File: src/rtl/host_ec_mailbox.sv
module host_ec_mailbox #(
  parameter int          ADDR_W    = 16,
  parameter logic [15:0] DATA_ADDR = 16'h0068,
  parameter logic [15:0] CMD_ADDR  = 16'h006C
) (
  input  logic              clk,
  input  logic              rst_n,
  input  logic [ADDR_W-1:0] h_addr,
  input  logic              h_wr,
  input  logic              h_rd,
  input  logic [7:0]        h_wdata,
  output logic [7:0]        h_rdata,
  input  logic [1:0]        c_sel,
  input  logic              c_wr,
  input  logic              c_rd,
  input  logic [7:0]        c_wdata,
  output logic [7:0]        c_rdata,
  output logic              irq_in_full,
  output logic              irq_out_empty
);
  localparam logic [ADDR_W-1:0] DATA_A = ADDR_W'(DATA_ADDR);
  localparam logic [ADDR_W-1:0] CMD_A  = ADDR_W'(CMD_ADDR);
  localparam logic [1:0] SEL_CFG = 2'd0;
  localparam logic [1:0] SEL_CSR = 2'd1;
  localparam logic [1:0] SEL_DAT = 2'd2;

  logic       in_full, out_full, tag_cmd;
  logic [1:0] irq_en;
  logic [7:0] in_byte, out_byte;

  logic hit_data, hit_cmd, host_take, host_drain;
  logic c_wr_cfg, c_wr_csr, c_wr_dat;

  assign hit_data   = (h_addr == DATA_A);
  assign hit_cmd    = (h_addr == CMD_A);
  assign host_take  = h_wr && (hit_data || hit_cmd) && !in_full;
  assign host_drain = h_rd && hit_data && out_full;

  assign c_wr_cfg = c_wr && (c_sel == SEL_CFG);
  assign c_wr_csr = c_wr && (c_sel == SEL_CSR);
  assign c_wr_dat = c_wr && (c_sel == SEL_DAT);

  always_ff @(posedge clk) begin
    if (!rst_n) begin
      in_full  <= 1'b0;
      tag_cmd  <= 1'b0;
      in_byte  <= 8'h00;
    end else if (host_take) begin
      in_full  <= 1'b1;
      tag_cmd  <= hit_cmd;
      in_byte  <= h_wdata;
    end else if (c_wr_csr && c_wdata[1]) begin
      in_full  <= 1'b0;
    end
  end

  always_ff @(posedge clk) begin
    if (!rst_n) begin
      out_full <= 1'b0;
      out_byte <= 8'h00;
    end else if (c_wr_dat) begin
      out_full <= 1'b1;
      out_byte <= c_wdata;
    end else if (host_drain || (c_wr_csr && c_wdata[0])) begin
      out_full <= 1'b0;
    end
  end

  always_ff @(posedge clk) begin
    if (!rst_n) irq_en <= 2'b00;
    else if (c_wr_cfg) irq_en <= c_wdata[1:0];
  end

  always_ff @(posedge clk) begin
    if (!rst_n) begin
      irq_in_full   <= 1'b0;
      irq_out_empty <= 1'b0;
    end else begin
      irq_in_full   <= host_take  && irq_en[1];
      irq_out_empty <= host_drain && irq_en[0];
    end
  end

  always_comb begin
    h_rdata = 8'h00;
    if (h_rd && hit_data)     h_rdata = out_byte;
    else if (h_rd && hit_cmd) h_rdata = {6'b0, in_full, out_full};
  end

  always_comb begin
    unique case (c_sel)
      SEL_CFG: c_rdata = {6'b0, irq_en};
      SEL_CSR: c_rdata = {1'b0, tag_cmd, 4'b0, in_full, out_full};
      SEL_DAT: c_rdata = in_byte;
      default: c_rdata = 8'h00;
    endcase
  end
endmodule


File: config.mk
export PLATFORM = sky130hd
export DESIGN_NAME = host_ec_mailbox
export DESIGN_NICKNAME = d
export VERILOG_FILES = /design/src/rtl/host_ec_mailbox.sv
export SDC_FILE = /design/constraint.sdc
export NUM_CORES = 1
export LEC_CHECK = 0
export BUFFER_PORTS_ARGS = -buffer_cell sky130_fd_sc_hd__buf_2
export CAP_MARGIN = 0
export CORE_ASPECT_RATIO = 0.75
export CORE_UTILIZATION = 45
export CTS_BUF_LIST = sky130_fd_sc_hd__clkbuf_8
export DETAILED_ROUTE_END_ITERATION = 6
export PLACE_DENSITY_LB_ADDON = 0.2
export SLEW_MARGIN = 20
export SYNTH_ARGS = -nofsm -noshare
export SYNTH_HDL_FRONTEND = slang
export SYNTH_SLANG_ARGS = --single-unit
File: constraint.sdc
create_clock -name clk -period 1.95 [get_ports clk]
set_input_delay 0.2925 -clock clk [delete_from_list [all_inputs] [get_ports clk]]
set_output_delay 0.2925 -clock clk [all_outputs]
set_load 0.03 [all_outputs]
Word level (Yosys, flattened, before mapping) --
Cells that the tools add are included.
Cells by class: mux-type cells 7, eq/ne operators 4, reductions and logical operators 18
Operator list (count):
- == test 16 x 7 -> 1 bit, second input constant | 2
- one-hot mux 8 bit (3 select lines) | 1
- logical AND 1 bit | 12
- 2-to-1 mux 8 bit | 1
- 2-to-1 mux 1 bit | 4
- nonzero test 2 bit | 2
- == test 2 x 1 -> 1 bit, second input constant | 1
- == test 2 bit, second input constant | 1
- zero test 2 bit | 1
- logical OR 1 bit | 2
- 2-to-1 mux 2 bit | 1
- zero test 1 bit | 1
Word-level totals: word-level logic and storage cells 37, register bits 23

Longest topological paths before layout --
Gate-level depths: netlist of run 1.
depth after elaboration 6, gate-level depth with buffers 5, depth with buffers taken out 4

Worst setup path before layout of run 1 --
OpenSTA, ideal clock, no wires.
path kind input to output, from input h_addr[12], to output h_rdata[0], stages on the path 5, arrival 1511 ps, slack 146 ps, cell sequence nor3_1 and4_1 buf_4 nand2_1 nor2_1
On the way: longest elaborated chain between the ends 4, elaborated cells between the ends (all ways) 6, those cells by class eq/ne: 2; mux: 2; reduce/logical: 2
RTL lines:
- start: declaration | line 8 | input logic [ADDR_W-1:0] h_addr,
- == test 16 x 7 -> 1 bit | line 35 | assign hit_cmd = (h_addr == CMD_A);
- logical AND 1 bit | line 87 | else if (h_rd && hit_cmd) h_rdata = {6'b0, in_full, out_full};
- 2-to-1 mux 2 bit | line 87
- 2-to-1 mux 8 bit * | line 86 | if (h_rd && hit_data) h_rdata = out_byte;
- end: declaration | line 12 | output logic [7:0] h_rdata,
Every way passes the cells marked *; elsewhere a longest branch is shown, timed or not.

Final worst setup path of run 1 --
from input h_addr[13], to output h_rdata[2]
On the way: longest elaborated chain between the ends 3
RTL lines:
- == test 16 x 7 -> 1 bit | line 34 | assign hit_data = (h_addr == DATA_A);
- logical AND 1 bit | line 86
- 2-to-1 mux 8 bit | line 86
Every way passes these cells.

==> out/results.ini, run 1 <==
[hold_path]
hp-class = primary input to register
min_from = c_wdata[2]

[placed_design]
globalplace.congestion = 0.794
placed_area_um2 = 1430
dp_hpwl_mm = 2.18
io_buffers = 56

[grt]
overflow = 0
antenna_found_initial = 0
grt_pass1_vias = 1042
grt_use_total_pct = 22.9
grt_max_degree = 22
grt_pass1_wl_mm = 4.48

[worst_setup_path]
cp-start-kind = primary input
end_kind = primary output
r2r-start = in_full
criticalPathCategory = primary input to primary output
worstPathArrival_ps = 1610
crit_path_max_fanout = 7
cp_data_required_time_ps = 1660
cp-startpoint = h_addr[13]

[floorplanning]
core_um2 = 2310
ios = 58
rows = 15
die_y_um = 45.0
dieWidth_um = 59.3
start_util_pct = 48.0
dieArea_um2 = 2670

[clock_tree]
clkSlewWorstSetupHoldPaths_ps = 80
cts_buffers = 3
clockRootBuffer = clkbuf_8
clockBufferDepth = 2
cts.sinks = 23
cts_hold_buf = 0
clock_latency_ps = 260
cts_tree = built
htree_levels = 1

[routing]
routedWlPerCell_um = 13.0
drtIter0Drc = 39
vias = 1159
drtAntennaViolNets = 0
dr.pass1.iters = 4
viasPerCell = 5.15
drc_errors = 0
routed_wl_mm = 2.93

[power]
cellPowerDensity_nw_per_um2 = 564
p_leak_nw = 0.681
ir_drop_mv = 0.385

[layout]
finalInstanceArea_um2 = 1550
area_growth_pct = 40.1
drive_gt1_share_pct = 36.6
antennaDiodeCount = 0
multi_input_area_um2 = 619
final_common_cell = buf_2
final_nets = 232
n_fill_cell = 197
final_cell_mix = buf_2 (47), dfxtp_1 (23), nand3_1 (20)
seq_area_um2 = 460

[run_status]
outcome = finished, final reports clean

[timing]
skew_ps = 1.59
tns_ps = 0
finalHoldViolations = 0
worst_pin_slew_ps = 644
rsz0062_at_grt = true
fmax_mhz = 527
slew_violations = 0
period_share_pct = 97.3
setup_viol = 0
slew_headroom_pct = 57.1
finalCriticalPeriod_ps = 1900

[run]
cap_violations = 0

[logic_synthesis]
yosysSeqAreaShare_pct = 41.5
syn_area_um2 = 1110
postSynthAreaPerCell_um2 = 8.46
synth_cells = 131
yosys_warnings = 0
synth_nets = 171
synth_cell_type_count = 24
synth.ff_latch_count = 23

logic make-up (layout without fill, tap and decap cells):
logic type      count (synthesis)  after routing  synth area share (%)
flops                          23             23                  41.5
mux                             6              6                  5.42
buf+inv                         7             67                  2.82
compound gates                 31             31                  14.4
simple gates                   64             64                  35.8
cell type report:
type | instances | share of cell area [%]
tap | 34 | 2.74
sequential | 23 | 29.7
timing repair buffer | 62 | 24.6
clock buffer | 3 | 2.66
clock inverter | 1 | 0.242
inverter | 1 | 0.242
multi-input combinational | 101 | 39.9
worst max-delay path, cell delays in order:
cell	delay (ps)
buf_6	100
nor4_4	370
nand4_4	160
nor3b_4	350
and2_4	210
buf_6	120
per-stage QoR:
stage / hold slack, ps / worst slack [ps] / std cells / utilization (%) / total power [W]
5_1_grt: 282 / -13.3 / 225 / 67.3 / 0.000908
2_1_floorplan: 413 / 146 / 131 / - / 0.000535
4_1_cts: 276 / 1.26 / 223 / 64.1 / 0.000875
3_5_place_dp: 443 / 3.04 / 219 / 62.1 / 0.000596
6_report: 271 / 52.1 / 225 / 67.3 / 0.000876
3_3_place_gp: 437 / 65.0 / 219 / 62.1 / 0.000592
repair_timing:
item                                    CTS  global route
buffers inserted                          0             2
gates resized for setup                   0            22
endpoints found under the setup margin    0             6
report_power, final:
group	total (W)	internal (W)	switching, W
Combinational	0.000108	0.0000502	0.0000577
Sequential	0.000482	0.000477	0.00000502
Clock	0.000286	0.000140	0.000146
registers in the layout, indices dropped and copies added, names as in the netlist:
signal	cells
in_full	1
irq_out_empty	1
out_full	1
tag_cmd	1
in_byte	8
irq_en	2
out_byte	8
irq_in_full	1
Yosys cell counts:
cell      count  area (um2)
a21oi_1      18        90.1
a22o_1        1        8.76
and2_1       11        68.8
and4_1        2        17.5
and4bb_1      1        12.5
buf_2         1        5.00
buf_4         1        7.51
clkbuf_1      4        15.0
dfxtp_1      23         460
inv_1         1        3.75
mux2i_1       6        60.1
nand2_1      15        56.3
nand2b_1      1        6.26
nand3_1      20         100
nand4_4       1        21.3
nor2_1        5        18.8
nor2b_1       3        18.8
nor3_1        1        5.00
nor3b_1       1        7.51
nor3b_4       1        18.8
nor4_4        1        21.3
nor4b_4       1        23.8
o21ai_0      11        55.1
o22ai_1       1        6.26
per-layer routing:
metal / global-route usage (%) / share of wire, %
met5: 0 / 0
met4: 8.10 / 0.96
met3: 6.30 / 6.4
met2: 39.6 / 48
met1: 27.5 / 44
final timing paths:
kind	end	slack (ps)	depth (start not counted)
setup reg to reg	in_full	670	3
hold / removal	out_byte[2]	270	3
setup / recovery	h_rdata[2]	50	6
hold reg to reg	out_byte[3]	450	2
(Power assumes the default switching activity.)
==> inputs of run 2 (changes only) <==
==> constraint.sdc (replaced) <==
create_clock -name clk -period 1.84 [get_ports clk]
set_input_delay 0.276 -clock clk [delete_from_list [all_inputs] [get_ports clk]]
set_output_delay 0.276 -clock clk [all_outputs]
set_load 0.03 [all_outputs]
==> run 2 against run 1 <==
  * Via count up 2.7%
  * Global-route usage down 0.36 points
  * Final cell count rose by 0.89%
  * Die area unchanged
  * Routed wire length down 4.8%
  * Final area increased by 0.81%
  * Sequential power grew 5.8%
  * Combinational power increased by 7%
  * Count of clock-buffer cells in the layout did not move
  * Highest routed layer unchanged
==> out/results.ini, run 2 (synthesis gave the netlist of run 1 again) <==
[routing]
dr.pass1.iters = 4
routed_wl_mm = 2.79
drtIter0Drc = 62
vias = 1190
drc_errors = 0
drtAntennaViolNets = 0
routedWlPerCell_um = 12.3
viasPerCell = 5.24

[worst_setup_path]
r2r-start = in_full
cp-start-kind = primary input
end_kind = primary output
cp_num_buf_inv = 2
cp_common_cell = buf_6
worstPathArrival_ps = 1520
cp_data_required_time_ps = 1560
path_cells = buf_6 -> nor4b_4 -> nand4_4 -> nor3b_4 -> and2_1 -> buf_6
r2r_cells = 3
cpPeakStageDelay_ps = 350
crit_cells = 6
critical-path-slowest-cell = nor4b_4
critPathTopFamily = simple AND/OR/NAND/NOR gates
crit_path_max_fanout = 7
cp-startpoint = h_addr[4]
reg2reg_setup_slack_ps = 550
criticalPathCategory = primary input to primary output
worst_r2r_endpoint = in_byte[0]

[timing]
worst_pin_slew_ps = 665
worst_hold_slack_ps = 254
slew_violations = 0
setup_viol = 0
finalHoldViolations = 0
finalCriticalPeriod_ps = 1790
rsz0062_at_grt = true
fmax_mhz = 558
skew_ps = 4.90
slew_headroom_pct = 55.6
period_share_pct = 97.4

[clock_tree]
cts_tree = built
clockRootBuffer = clkbuf_8
htree_levels = 1
cts.sinks = 23
cts_hold_buf = 0
cts_buffers = 3
clock_latency_ps = 270
clkSlewWorstSetupHoldPaths_ps = 70
clockBufferDepth = 2

[hold_path]
hold_end = out_byte[2]
min_from = c_wdata[2]
hold_depth = 3
hp-class = primary input to register

[layout]
multi_input_area_um2 = 617
n_fill_cell = 200
final_common_cell = buf_2
seq_area_um2 = 460
area_growth_pct = 41.2
final_nets = 234
drive_gt1_share_pct = 36.8
final_cell_mix = buf_2 (47), dfxtp_1 (23), nand3_1 (20)
antennaDiodeCount = 0
finalInstanceArea_um2 = 1570
stdcell_count = 227
reg.largest.list = in_byte x8, out_byte x8, irq_en x2

[floorplanning]
dieWidth_um = 59.3
start_util_pct = 48.0
dieArea_um2 = 2670
die_y_um = 45.0
core_um2 = 2310
rows = 15
ios = 58

[grt]
antenna_found_initial = 0
grt_max_degree = 16
grt_use_total_pct = 22.5
grt_pass1_vias = 1039
overflow = 0
grt_pass1_wl_mm = 4.44

[power]
swShare_pct = 23.9
power.total_w = 0.000934
internal_power_w = 0.000711
combPwrFrac_pct = 12.4
p_leak_nw = 0.691
ir_drop_mv = 0.471
switchingPower_w = 0.000223
clockPowerShare_pct = 32.9
seqPwrFrac_pct = 54.7
cellPowerDensity_nw_per_um2 = 597

[placed_design]
globalplace.congestion = 0.796
dp_hpwl_mm = 2.15
dp.cells = 222
io_buffers = 56
placed_area_um2 = 1460

[run_status]
outcome = finished, final reports clean

[run]
cap_violations = 0

run 2: worst max path at each step:
stage / slack, ps / end
finish: 50 / h_rdata[2]
global route: -30 / h_rdata[2]
CTS: 7 / h_rdata[6]
detailed placement: -20 / h_rdata[6]
global placement: 5 / h_rdata[2]
floorplan: 70 / h_rdata[0]
run 2: power groups by stage:
stage	clock network, W	registers (W)	logic, W
CTS	0.000314	0.000510	0.000113
global placement	0	0.000522	0.000109
finish	0.000308	0.000510	0.000116
detailed placement	0	0.000522	0.000111
floorplan	0	0.000521	0.0000466
global route	0.000334	0.000511	0.000126
run 2: worst min-delay path, delay by kind of cell:
family	cells	cell delay (ps)
and+or+nand+nor	1	50
AOI/OAI and AO/OA	1	50
buffers and inverters	1	90
run 2: metal layers:
| metal | GRT usage, % | share of wire (%) |
|---|---|---|
| met1 | 27.8 | 44 |
| met2 | 38.4 | 49 |
| met3 | 6.59 | 6.6 |
| met4 | 6.67 | 0.86 |
| met5 | 0 | 0 |
run 2: layout make-up:
| cell class | instances | share of cell area [%] |
|---|---|---|
| clock buffers | 3 | 2.64 |
| inverters | 1 | 0.240 |
| multi-input cells | 101 | 39.4 |
| well taps | 34 | 2.72 |
| repair buffers | 64 | 25.3 |
| flip-flops and latches | 23 | 29.4 |
| clock inverters | 1 | 0.240 |
run 2: stage by stage:
step | worst slack [ps] | util [%] | TNS [ps]
floorplan | 69.1 | - | 0
global placement | 5.27 | 63.1 | 0
detailed placement | -16.7 | 63.1 | -88.5
CTS | 6.78 | 66.4 | 0
global route | -31.9 | 67.8 | -151
finish | 47.8 | 67.8 | 0
run 2: timing repair:
item	in CTS	in global routing
resized for setup	8	7
endpoints found under the setup margin	6	6
pin swaps	4	2
setup buffers	1	0
